===== src/rtl/spr_pkg.sv =====
package spr_pkg;

    typedef logic [2:0] sector_t;

    typedef enum logic [1:0] {
        PH_A = 2'd0,
        PH_B = 2'd1,
        PH_C = 2'd2
    } phase_e;

    // phase carried by the first active-vector reading
    function automatic phase_e lead_phase(sector_t s);
        case (s)
            3'd1:    return PH_B;
            3'd2:    return PH_A;
            3'd3:    return PH_A;
            3'd4:    return PH_C;
            3'd5:    return PH_B;
            3'd6:    return PH_C;
            default: return PH_A;
        endcase
    endfunction

    // phase whose negated current the second reading carries
    function automatic phase_e trail_phase(sector_t s);
        case (s)
            3'd1:    return PH_C;
            3'd2:    return PH_B;
            3'd3:    return PH_C;
            3'd4:    return PH_A;
            3'd5:    return PH_A;
            3'd6:    return PH_B;
            default: return PH_B;
        endcase
    endfunction

    function automatic logic null_sector(sector_t s);
        return (s == 3'd0) || (s == 3'd7);
    endfunction

endpackage


===== src/rtl/spr_sample_store.sv =====
module spr_sample_store
    import spr_pkg::*;
#(
    parameter int DW = 12
) (
    input  logic          clk,
    input  logic          rst_n,
    input  logic          zero_evt,
    input  logic          top_evt,
    input  sector_t       sector_in,
    input  logic          smp_valid,
    input  logic          smp_second,
    input  logic [DW-1:0] smp_data,
    output sector_t       sec_o,
    output logic [DW-1:0] lead_o,
    output logic [DW-1:0] trail_o,
    output logic          both_o
);

    localparam int NSLOT = 2;

    typedef struct packed {
        sector_t                   sec;
        logic [NSLOT-1:0]          have;
        logic [NSLOT-1:0][DW-1:0]  smp;
    } store_t;

    store_t st_d, st_q;

    always_comb begin
        st_d = st_q;
        if (zero_evt) begin
            st_d.sec  = sector_in;
            st_d.have = '0;
        end
        if (top_evt) begin
            st_d.have = '0;
        end
        if (smp_valid) begin
            st_d.smp[smp_second]  = smp_data;
            st_d.have[smp_second] = 1'b1;
        end
    end

    always_ff @(posedge clk or negedge rst_n) begin
        if (!rst_n) begin
            st_q <= '0;
        end else begin
            st_q <= st_d;
        end
    end

    assign sec_o   = st_q.sec;
    assign lead_o  = st_q.smp[0];
    assign trail_o = st_q.smp[1];
    assign both_o  = &st_q.have;

endmodule


===== src/rtl/spr_phase_map.sv =====
module spr_phase_map
    import spr_pkg::*;
#(
    parameter int DW = 12
) (
    input  sector_t              sec,
    input  logic signed [DW-1:0] lead,
    input  logic signed [DW-1:0] trail,
    output logic [2:0][DW-1:0]   phase
);

    localparam int EW = DW + 2;
    localparam int NPH = 3;
    localparam logic signed [DW-1:0] SMAX = {1'b0, {(DW-1){1'b1}}};
    localparam logic signed [DW-1:0] SMIN = {1'b1, {(DW-1){1'b0}}};
    localparam logic signed [EW-1:0] WMAX = {{2{1'b0}}, SMAX};
    localparam logic signed [EW-1:0] WMIN = {{2{1'b1}}, SMIN};

    logic signed [DW-1:0] meas_lead;
    logic signed [DW-1:0] meas_trail;
    logic signed [EW-1:0] wide_sum;
    logic signed [EW-1:0] wide_neg;
    logic signed [DW-1:0] derived;
    phase_e               p_lead;
    phase_e               p_trail;
    logic                 zeroed;

    always_comb begin
        meas_lead  = lead;
        meas_trail = (trail == SMIN) ? SMAX : -trail;
        wide_sum   = {{2{meas_lead[DW-1]}}, meas_lead} + {{2{meas_trail[DW-1]}}, meas_trail};
        wide_neg   = -wide_sum;
        if (wide_neg > WMAX) begin
            derived = SMAX;
        end else if (wide_neg < WMIN) begin
            derived = SMIN;
        end else begin
            derived = wide_neg[DW-1:0];
        end
        p_lead  = lead_phase(sec);
        p_trail = trail_phase(sec);
        zeroed  = null_sector(sec);
    end

    for (genvar g = 0; g < NPH; g++) begin : g_phase
        always_comb begin
            if (zeroed) begin
                phase[g] = '0;
            end else if (p_lead == phase_e'(g)) begin
                phase[g] = meas_lead;
            end else if (p_trail == phase_e'(g)) begin
                phase[g] = meas_trail;
            end else begin
                phase[g] = derived;
            end
        end
    end

endmodule


===== src/rtl/shunt_phase_rebuild.sv =====
module shunt_phase_rebuild
    import spr_pkg::*;
#(
    parameter int DW = 12
) (
    input  logic                 clk,
    input  logic                 rst_n,
    input  logic                 zero_evt,
    input  logic                 top_evt,
    input  logic [2:0]           sector_in,
    input  logic                 smp_valid,
    input  logic                 smp_second,
    input  logic [DW-1:0]        smp_data,
    output logic signed [DW-1:0] ia_o,
    output logic signed [DW-1:0] ib_o,
    output logic signed [DW-1:0] ic_o,
    output logic                 out_valid,
    output logic                 miss_o
);

    typedef struct packed {
        logic [DW-1:0] a;
        logic [DW-1:0] b;
        logic [DW-1:0] c;
        logic          vld;
        logic          miss;
    } out_t;

    sector_t           sec_q;
    logic [DW-1:0]     lead_q;
    logic [DW-1:0]     trail_q;
    logic              both_q;
    logic [2:0][DW-1:0] mapped;
    out_t              o_d, o_q;

    spr_sample_store #(.DW(DW)) u_store (
        .clk        (clk),
        .rst_n      (rst_n),
        .zero_evt   (zero_evt),
        .top_evt    (top_evt),
        .sector_in  (sector_in),
        .smp_valid  (smp_valid),
        .smp_second (smp_second),
        .smp_data   (smp_data),
        .sec_o      (sec_q),
        .lead_o     (lead_q),
        .trail_o    (trail_q),
        .both_o     (both_q)
    );

    spr_phase_map #(.DW(DW)) u_map (
        .sec   (sec_q),
        .lead  (lead_q),
        .trail (trail_q),
        .phase (mapped)
    );

    always_comb begin
        o_d     = o_q;
        o_d.vld = 1'b0;
        if (top_evt) begin
            if (both_q) begin
                o_d.a    = mapped[0];
                o_d.b    = mapped[1];
                o_d.c    = mapped[2];
                o_d.vld  = 1'b1;
                o_d.miss = 1'b0;
            end else begin
                o_d.miss = 1'b1;
            end
        end
    end

    always_ff @(posedge clk or negedge rst_n) begin
        if (!rst_n) begin
            o_q <= '0;
        end else begin
            o_q <= o_d;
        end
    end

    assign ia_o      = o_q.a;
    assign ib_o      = o_q.b;
    assign ic_o      = o_q.c;
    assign out_valid = o_q.vld;
    assign miss_o    = o_q.miss;

endmodule


===== config.mk =====
export PLATFORM = sky130hd
export DESIGN_NAME = shunt_phase_rebuild
export DESIGN_NICKNAME = d
export VERILOG_FILES = /design/src/rtl/spr_pkg.sv /design/src/rtl/spr_sample_store.sv /design/src/rtl/spr_phase_map.sv /design/src/rtl/shunt_phase_rebuild.sv
export SDC_FILE = /design/constraint.sdc
export NUM_CORES = 1
export LEC_CHECK = 0
export BUFFER_PORTS_ARGS = -buffer_cell sky130_fd_sc_hd__buf_4
export CAP_MARGIN = 15
export CORE_AREA = 5 5 112 114
export DETAILED_ROUTE_END_ITERATION = 10
export DIE_AREA = 0 0 117 119
export GPL_ROUTABILITY_DRIVEN = 0
export MAX_ROUTING_LAYER = met4
export PLACE_DENSITY_LB_ADDON = 0.25
export RECOVER_POWER = 25
export SYNTH_ARGS = -nofsm -noshare
export SYNTH_HDL_FRONTEND = slang
export SYNTH_SLANG_ARGS = --single-unit

===== constraint.sdc =====
create_clock -name clk -period 9.1 [get_ports clk]
set_input_delay 0.91 -clock clk [delete_from_list [all_inputs] [get_ports clk]]
set_output_delay 0.91 -clock clk [all_outputs]
set_load 0.1 [all_outputs]

# Word level (Yosys, flattened, before mapping)
# Cells that the tools add are included.
# op_classes
div_mod_pow	0
n_eq_ne	11
order_cmp	4
addsub	3
mux	25
bitwise_logic	1
n_mul	0
n_shift	0
n_reduce_logical	11
# ops
operator	count
$mux 12	13
$mux 26	1
$bwmux 24	1
$gt 14x12->1 const B	1
$lt 14x12->1 const B	1
$neg 14->14	1
$add 12x12->13	1
$demux 12 s1	1
$eq 12x12->1 const B	1
$eq 3x3->1 const B	4
$neg 12->12	1
$pmux 2 s2	2
$reduce_or 2->1	4
$mux 2	3
$eq 2x1->1 const B	2
$eq 2x2->1 const B	2
$logic_not 2->1	2
$eq 3x1->1 const B	1
$eq 3x2->1 const B	1
$logic_not 3->1	1
$mux 1	3
$reduce_and 3->1	1
$lt 1x2->1 const B	1
$or 2x2->2	1
other kinds (5)	5
# word_totals
word_cells	64
output_inout_bits	38
mem_bits_ro	0
input_bits	21
ramBits	0
memories	0
register_bits	67
latch_bits	0

# Longest topological paths before layout
# Gate-level depths: netlist (run 1).
# depth
word_depth	10
depth_mapped	20
depth_no_buf	17

# Hierarchy
# A second synthesis (run 1) with hierarchy kept.
# unflattened
hier_cells	545
area_unflattened_um2	5247.5
# by_module_without_submodules
mod	seq_area_each_um2	area_each_um2	instances	cells_per_inst
spr_phase_map	0.0	2382.3	1	372
shunt_phase_rebuild	950.9	1527.7	1	81
spr_sample_store	725.7	1337.5	1	92

# Worst setup path before layout (run 1)
# OpenSTA, ideal clock, no wires.
# synth_timing
path_kind	register -> register
from	register with a tool-made name
to	register o_q, in the netlist ia_o[4]
period_less_slack_ps	4207
slack_ps	4893
setup_ps	125
n_path_buf	2
arrival_time_ps	4082
required_time_ps	8975
stages_incl_launch_ff	18
cell_sequence	dfrtp_1 -> nor4_1 -> nand4_1 -> nand2_1 -> ha_1 -> fa_1 -> inv_1 -> ha_1 -> inv_1 -> or2_2 -> nor4_2 -> or3b_4 -> and2_0 -> a211o_1 -> buf_6 -> buf_6 -> a211oi_1 -> o21ai_1
# synth_rtl
element	line	source
end signal: assignment	shunt_phase_rebuild.sv:76	o_q <= '0;
end signal: assignment	shunt_phase_rebuild.sv:78	o_q <= o_d;
end: declaration	shunt_phase_rebuild.sv:34	out_t o_d, o_q;

==> summary.md, run 1 <==
| Metric | Value |
|---|---|
| Run status | `finished, violations left` |
| Failing checks | `capacitance limit, slew limit` |
| Post-CTS resize count | `0` |
| CTS tree | `yes` |
| Type of element launching the critical path | `flip-flop` |
| Reg-to-reg endpoint | `ib_o[10]` |
| Largest family of logic cells by synthesized area | `compound AO/OA/AOI/OAI gates` |
| Area of all placed cells without fillers | `5310 sq um` |
| Number of DRC violations after detailed-routing iteration 0 | `337` |
| HP Class | `reg -> reg` |
| Clock-pin slew of the registers on the worst-case setup and hold paths | `0.05 ns` |
| Crit path required time | `9.33 ns` |
| Buffer cell driving the clock tree root | `clkbuf_16` |
| Final Worst Setup Slack | `4.14 ns` |
| Area of the die | `13,900 sq um` |
| Drt drc | `0` |
| Total I/O pin count | `59` |
| Syn_nets | `530` |
| Worst-case clock skew | `0.00653 ns` |
| Rows | `39` |
| Die width | `117 um` |
| Number of pins with negative max-slew slack in the final report | `68` |
| Number of instances in the synthesized netlist | `493` |
| CP max stage delay | `0.64 ns` |
| First-pass GRT wire length | `20.3 mm` |
| Highest-delay cell along the critical path | `a211o_1` |
| Clk Latency, worst-skew pair | `0.33 ns` |
| Number of buffer and inverter stages on the critical path | `1` |
| Register-to-register setup slack | `4.14 ns` |
| Number of cells traversed by the worst register-to-register path | `16` |
| HPWL reported at the end of detailed placement | `9.34 mm` |
| Xor-xnor portion of the synthesized cell area | `3.72%` |
| CTS Hold Bufs | `0` |
| Post-synthesis sequential area ratio | `37.5%` |
| Total wirelength of the detailed-routed design | `12.6 mm` |
| Arrival time worst endpoint | `5.19 ns` |
| Number of enable-type register cells in the synthesized netlist | `0` |
| TritonCTS sink count | `67` |
| Total of flip-flops plus latches after synthesis | `67` |
| Number of setup violations in the final report | `0` |
| Maximum number of pins on one net before global-route repair | `68` |
| Min-delay src | `u_store.st_q[25]` |
| Async set-reset flop share out of synthesis | `100%` |
| Number of buffers between clock root and the deepest sink | `2` |
| Simple-Gate Fraction of Synth Area | `16.0%` |
| Post-synthesis instance area | `4480 sq um` |
| Shortest clock period the worst path allows after layout | `4.96 ns` |
| Maximum net fanout on the critical path | `26` |
| Multiplexer fraction of the synthesized cell area | `6.74%` |
| Cell Pwr Density | `365 nW/um^2` |
| Port buffer count | `58` |
| Share of layout cells above drive strength 1 | `21.0%` |
| Hold-critical path depth | `2` |
| Antenna Nets Post-Route | `0` |
| Vias | `4,093` |
| Worst setup slack after placement | `4.19 ns` |
| Number of maximum-capacitance constraint violations | `1` |
| Total global routing track utilization | `18.8%` |
| 1st-pass router iterations | `5` |
| Final count of hold timing violations | `0` |
| Htree depth | `3` |
| Cell-by-cell listing of the critical path | `inv_1, ha_1, nor2b_1, nand4_1, nand2_1, ha_1, fa_1, a211oi_1, o21ai_1, a221o_1, a211o_1, a22oi_2, and4_1, a211o_1, nor3_1, o31ai_1` |
| Chip Height | `119 um` |
| Post-synthesis adder-cell area fraction | `4.64%` |
| Final clock period utilization by the worst path | `54.5%` |
| Highest achievable clock rate | `0.202 GHz` |
| Count of distinct cell types in the synthesized netlist | `64` |
| TritonCTS buffer count | `9` |
| Power after layout | `1940 uW` |
| Endpoint with the worst hold slack | `u_store.st_q[25]` |
| Core region area | `11,300 sq um` |
| Delay-heaviest family, CP | `compound AO/OA/AOI/OAI gates` |
| Antenna Cells | `0` |
| Compound-gate portion of the synthesized area | `27.1%` |
| Area growth syn-to-layout | `18.5%` |
| Final design utilization | `46.9%` |
| Dpl cell area | `4980 sq um` |
| Peak supply drop | `227 uV` |
| Tightest Pin Transition | `3.55 ns` |
| Setup repair after global routing missed its margin | `false` |
| Initial antenna violation count | `0` |
| Worst relative slew slack | `-137%` |
| Number of warnings reported in the yosys synthesis log | `0` |
| Leak Pwr | `0.00231 uW` |
| Post-detailed-route via-to-cell ratio | `5.97` |
| Total global routing overflow | `0` |
| Post-CTS setup buffers | `0` |
| Crit. End Element | `flip-flop` |
| Syn avg cell area | `9.08 sq um` |
| Number of global-route vias before repair | `3,879` |
| Sum of negative setup slack | `0 ns` |
| Critical path type | `reg -> reg` |
| Most used DFF post-synth | `dfrtp_1` |
| Starting utilization of the core area | `39.5%` |
| Average routed wire per standard cell | `18.3 um` |
| Final #Nets | `575` |
worst min-delay path, stage by stage (launching register included):
cell and delay [ns]:
dfrtp_1 0.34, nand2_1 0.05, nand2_1 0.05
logic make-up after synthesis:
group | Yosys count
compound gates | 171
xor+xnor | 19
fa+ha+maj | 16
buf+inv | 44
flops | 67
mux | 27
simple gates | 149
cells in the final DEF (no fill, tap or decap), types with 5 or more instances in the layout:
| cell | netlist | routed |
|---|---|---|
| o21ai_0 | 28 | 28 |
| a21o_1 | 10 | 10 |
| xnor2_1 | 11 | 11 |
| nor3_1 | 11 | 11 |
| o221ai_1 | 22 | 22 |
| xor2_1 | 8 | 8 |
| ha_1 | 15 | 15 |
| nor2b_1 | 9 | 9 |
| a211oi_1 | 20 | 20 |
| a32oi_1 | 7 | 7 |
| nor2_1 | 33 | 33 |
| buf_4 | 0 | 58 |
| clkbuf_16 | 0 | 9 |
| nand2b_1 | 6 | 6 |
| a221oi_1 | 6 | 6 |
| o21ai_1 | 16 | 16 |
| dfrtp_1 | 67 | 67 |
| a21oi_1 | 19 | 19 |
| nand2_1 | 56 | 56 |
| mux2_2 | 25 | 25 |
| inv_1 | 15 | 15 |
| nand3_1 | 5 | 5 |
| o211ai_1 | 6 | 6 |
how the worst max path moves through the flow:
stage | start | slack, ns | to | cells past startpoint
floorplan | flip-flop | 4.89 | ia_o[4] | 17
global placement | flip-flop | 4.34 | ia_o[0] | 15
detailed placement | flip-flop | 4.19 | ib_o[9] | 15
CTS | flip-flop | 4.16 | ib_o[9] | 15
global route | flip-flop | 3.74 | ic_o[5] | 16
finish | flip-flop | 4.14 | ib_o[10] | 16
power by group:
group | total [uW] | internal (uW) | leakage [uW] | switching [uW]
combinational | 1120 | 287 | 0.00133 | 829
clock | 372 | 247 | 0.000157 | 125
sequential | 450 | 377 | 0.000823 | 72.9
total | 1940 | 911 | 0.00231 | 1030
cell usage after synthesis (5+ instances only):
master,number,area share (%)
a211oi_1,20,3.4
a21o_1,10,1.7
a21oi_1,19,2.1
a221oi_1,6,1.2
a32oi_1,7,1.4
clkbuf_1,21,1.8
dfrtp_1,67,37
ha_1,15,4.2
inv_1,15,1.3
mux2_2,25,6.3
nand2_1,56,4.7
nand2b_1,6,0.84
nand3_1,5,0.56
nor2_1,33,2.8
nor2b_1,9,1.3
nor3_1,11,1.2
o211ai_1,6,1.0
o21ai_0,28,3.1
o21ai_1,16,1.8
o221ai_1,22,4.3
xnor2_1,11,2.2
xor2_1,8,1.6
stage by stage:
stage | hold slack, ns | instances
after floorplan | 0.448 | 493
after global placement | 0.462 | 669
after detailed placement | 0.471 | 669
after CTS | 0.484 | 685
after global routing | 0.507 | 686
final | 0.478 | 686
cell type report:
type | instances | area, sq um
fillers | 1099 | 6020
multi-input cells | 382 | 2610
flip-flops and latches | 67 | 1680
repair buffers | 62 | 462
clock buffers | 12 | 246
well taps | 143 | 179
clock inverters | 4 | 73.8
inverters | 16 | 60.1
per-layer routing:
metal	track usage [%]	vias to the layer above	share of wire, %
met5	-	-	0
met4	5.30	0	1.7
met3	2.99	24	6.4
met2	27.5	156	45
met1	26.9	1959	47
li1	-	1954	-
(Power assumes the default switching activity.)
==> run 2: changes to the inputs <==
- ABC_AREA: not set -> 1
- CORE_AREA: 5 5 112 114 -> 5 5 114 116
- DIE_AREA: 0 0 117 119 -> 0 0 119 121
- clock period: 9.1 -> 5 ns (I/O delays scaled with it)
==> run 2 against run 1 <==
  * The run still ends with capacitance limit, slew limit left
  * Setup slack got worse by 3.6 ns
  * First-iteration DRC count shrank 7.7%
  * Clock power up 50%
  * Non-clock buffer count is 1 lower
  * Sequential cell count unchanged
  * Global-route usage grew 0.60 points
  * Power up 72%
  * Register-to-register slack worse by 3.6 ns
  * Die area up 3.4%
  * Maximum frequency up 12%
  * Wire length rose by 6.9%
  * Clock skew increased by 0.0028 ns
==> summary.md, run 2 <==
| Metric | Value |
|---|---|
| HP Class | `in -> reg` |
| Internal power | `1490 uW (+64%)` |
| Proportion of power drawn by the clock network | `16.7% (-2.5 points)` |
| Maximum number of pins on one net before global-route repair | `68 (unchanged)` |
| Worst-case clock skew | `0.00931 ns (+0.00278 ns)` |
| Syn_nets | `743 (+40%)` |
| TritonCTS buffer count | `9 (unchanged)` |
| Shortest clock period the worst path allows after layout | `4.44 ns (-0.518 ns)` |
| Tightest Pin Transition | `3.58 ns (+0.0204 ns)` |
| Antenna Nets Post-Route | `0 (unchanged)` |
| Reg-to-reg endpoint | `ia_o[7]` |
| Post-synthesis sequential area ratio | `36.0% (-1.4 points)` |
| Worst setup slack after placement | `0.302 ns (-3.89 ns)` |
| Area of the die | `14,400 sq um (+3.4%)` |
| Die width | `119 um (+1.7%)` |
| Vias | `4,636 (+13%)` |
| 1st-pass router iterations | `5 (unchanged)` |
| Total I/O pin count | `59 (unchanged)` |
| Final-layout worst hold slack | `0.386 ns (-0.0914 ns)` |
| Drt drc | `0 (unchanged)` |
| TritonCTS sink count | `67 (unchanged)` |
| Initial antenna violation count | `0 (unchanged)` |
| Number of instances in the synthesized netlist | `706 (+43%)` |
| Final #Nets | `794 (+38%)` |
| Commonest cells in the netlist | `nand2_1, inv_1, dfrtp_1` |
| Maximum net fanout on the critical path | `11 (-58%)` |
| Worst relative slew slack | `-138% (-1.4 points)` |
| Total of flip-flops plus latches after synthesis | `67 (unchanged)` |
| Top library cells by usage in the layout, fill and taps aside | `nand2_1, inv_1, dfrtp_1` |
| Peak supply drop | `267 uV (+17%)` |
| HPWL reported at the end of detailed placement | `10.2 mm (+9.1%)` |
| Number of warnings reported in the yosys synthesis log | `0 (unchanged)` |
| Share of layout cells above drive strength 1 | `14.8% (-6.1 points)` |
| Crit. End Element | `flip-flop` |
| Cells taking the most area after synthesis | `dfrtp_1, nand2_1, inv_1` |
| Core region area | `11,800 sq um (+4.3%)` |
| Htree depth | `3 (unchanged)` |
| Count of placed standard cells including taps | `893 (+33%)` |
| Clock-pin slew of the registers on the worst-case setup and hold paths | `0.05 ns (about the same)` |
| Post-synthesis instance area | `4660 sq um (+4.0%)` |
| Seq. cell area | `1680 sq um (unchanged)` |
| Number of enable-type register cells in the synthesized netlist | `0 (unchanged)` |
| Multiplexer fraction of the synthesized cell area | `0% (-6.7 points)` |
| Type of element launching the critical path | `flip-flop` |
| Clk Latency, worst-skew pair | `0.33 ns (about the same)` |
| Antenna Cells | `0 (unchanged)` |
| Multi-input gate area | `2500 sq um (-4.1%)` |
| Final count of hold timing violations | `0 (unchanged)` |
| Area growth syn-to-layout | `17.3%` |
| CTS tree | `yes` |
| Number of setup violations in the final report | `0 (unchanged)` |
| Final clock period utilization by the worst path | `88.8% (+34 points)` |
| Number of DRC violations after detailed-routing iteration 0 | `311 (-7.7%)` |
| Cell Pwr Density | `612 nW/um^2 (+67%)` |
| Destination of the critical timing path | `ia_o[7]` |
| Most frequently used cell type in the post-synthesis netlist | `nand2_1` |
| Filler cells | `1,243 (+13%)` |
| First-pass GRT wire length | `22.0 mm (+8.5%)` |
| Total global routing overflow | `0 (unchanged)` |
| Failing checks | `capacitance limit, slew limit` |
| Total global routing track utilization | `19.4% (+0.60 points)` |
| Leak Pwr | `0.00304 uW (+32%)` |
| Gate power share | `59.8% (+2.2 points)` |
| Syn avg cell area | `6.59 sq um (-27%)` |
| Chip Height | `121 um (+1.7%)` |
| Number of cells traversed by the worst register-to-register path | `29 (+13)` |
| Port buffer count | `58 (unchanged)` |
| Sum of negative setup slack | `0 ns (unchanged)` |
| Post-synthesis adder-cell area fraction | `4.46% (-0.18 points)` |
| Final Worst Setup Slack | `0.559 ns (-3.58 ns)` |
| Count of distinct cell types in the synthesized netlist | `36 (-44%)` |
| Number of buffers between clock root and the deepest sink | `2 (unchanged)` |
| Crit path required time | `5.20 ns (-4.13 ns)` |
| Setup repair after global routing missed its margin | `false` |
| Number of pins with negative max-slew slack in the final report | `68 (unchanged)` |
| Number of maximum-capacitance constraint violations | `1 (unchanged)` |
| Most used DFF post-synth | `dfrtp_1` |
| Relative contribution of sequential cells to total power | `23.5% (+0.3 points)` |
| CP max stage delay | `0.42 ns (-0.22 ns)` |
| Cell Count, Final, Fillers Out | `908 (+32%)` |
| Critical path type | `reg -> reg` |
| Switching part of the total | `55.3% (+2.3 points)` |
| Area of all placed cells without fillers | `5460 sq um (+2.9%)` |
| Async set-reset flop share out of synthesis | `100% (unchanged)` |
| Post-synthesis cell type with the largest combined area | `dfrtp_1` |
| Dpl cell area | `5200 sq um (+4.4%)` |
| Most common cell after layout, fill and taps aside | `nand2_1` |
| Post-detailed-route via-to-cell ratio | `5.11 (-14%)` |
| Total wirelength of the detailed-routed design | `13.4 mm (+6.9%)` |
| Arrival time worst endpoint | `4.65 ns (-0.54 ns)` |
| Highest-delay cell along the critical path | `fa_1` |
| Buffer cell driving the clock tree root | `clkbuf_16` |
| Share of the synthesized area in the top cell type | `36.0% (-1.4 points)` |
| Compound-gate portion of the synthesized area | `14.1% (-13 points)` |
| Simple-Gate Fraction of Synth Area | `33.2% (+17 points)` |
| Number of global-route vias before repair | `4,456 (+15%)` |
| Rows | `40 (+2.6%)` |
| Xor-xnor portion of the synthesized cell area | `1.85% (-1.9 points)` |
| Switching power of the nets | `1850 uW (+80%)` |
| Register-to-register setup slack | `0.56 ns (-3.58 ns)` |
| Starting utilization of the core area | `39.4% (-0.12 points)` |
| Average routed wire per standard cell | `14.8 um (-19%)` |
| Largest family of logic cells by synthesized area | `simple AND/OR/NAND/NOR gates` |
| Cell occurring most often along the worst timing path | `nand2_1` |
| Run status | `finished, violations left` |
| Highest achievable clock rate | `0.225 GHz (+12%)` |
## run 2: cell count changes in the layout (fill, tap and decap cells not counted), sizes merged, moves of 7 or more
cell / previous run / this run
mux2: 25 / 0
a21o: 10 / 0
nor2b: 9 / 0
a32oi: 7 / 0
o221ai: 22 / 11
inv: 15 / 100
nor3: 11 / 3
a211oi: 20 / 0
nor2: 33 / 51
nand2: 56 / 281
nand3: 6 / 26
a21oi: 21 / 49
## run 2: final cells by class
| type | instances | area share [%] |
|---|---|---|
| Clock buffer | 12 | 4.51 |
| Clock inverter | 3 | 0.275 |
| Inverter | 102 | 7.01 |
| Multi-Input combinational cell | 516 | 45.8 |
| Sequential cell | 67 | 30.7 |
| Tap cell | 147 | 3.37 |
| Timing Repair Buffer | 61 | 8.32 |
## run 2: per-layer routing
| metal | global-route usage (%) | vias to the layer above | routed length [um] |
|---|---|---|---|
| met5 | - | - | 0 |
| met4 | 6.73 | 0 | 359 |
| met3 | 4.20 | 26 | 968 |
| met2 | 29.8 | 174 | 6040 |
| met1 | 25.4 | 2117 | 6060 |
| li1 | - | 2319 | - |
## run 2: cells by family after synthesis
kind of cell,Yosys count
adder cells (fa/ha/maj),16
XOR/XNOR,9
AND/OR/NAND/NOR,372
flip-flops,67
buffers and inverters,123
AO/OA/AOI/OAI,119
## run 2: power by group through the flow
| stage | Clock [uW] | Sequential [uW] | Combinational, uW |
|---|---|---|---|
| CTS | 569 | 785 | 1990 |
| global placement | 0 | 789 | 1970 |
| floorplan | 0 | 1540 | 796 |
| detailed placement | 0 | 792 | 1990 |
| global route | 595 | 803 | 2140 |
| finish | 559 | 784 | 2000 |
## run 2: timing repair
| item | in CTS | in global routing |
|---|---|---|
| resized for setup | 0 | 2 |
| hold endpoints to repair | 0 | 0 |
| endpoints found under the setup margin | 0 | 33 |
| hold buffers | 0 | 0 |
| setup buffers | 0 | 0 |
## run 2: how the worst min path moves through the flow
stage            startpoint                         end  slack, ns  cells after the start
3_5_place_dp       ib_o[10]                    ib_o[10]       0.47                      2
3_3_place_gp        ic_o[8]                     ic_o[8]       0.47                      2
2_1_floorplan         rst_n  asynchronous set/reset pin       0.20                      0
6_report            top_evt            u_store.st_q[25]       0.39                      2
4_1_cts               rst_n                     ic_o[4]       0.32                      1
5_1_grt        sector_in[1]            u_store.sec_o[1]       0.39                      3
## run 2: critical path: cells and delay by family (launching register included)
kind / cells / cell delay [ns]
simple gates: 19 / 2.42
fa+ha+maj: 4 / 0.99
flops: 1 / 0.39
buf+inv: 6 / 0.52
## run 2: metrics by stage
step	util (%)	total power [uW]
2_1_floorplan	-	2340
3_3_place_gp	44.0	2760
3_5_place_dp	44.0	2780
4_1_cts	46.2	3350
5_1_grt	46.2	3540
6_report	46.2	3340
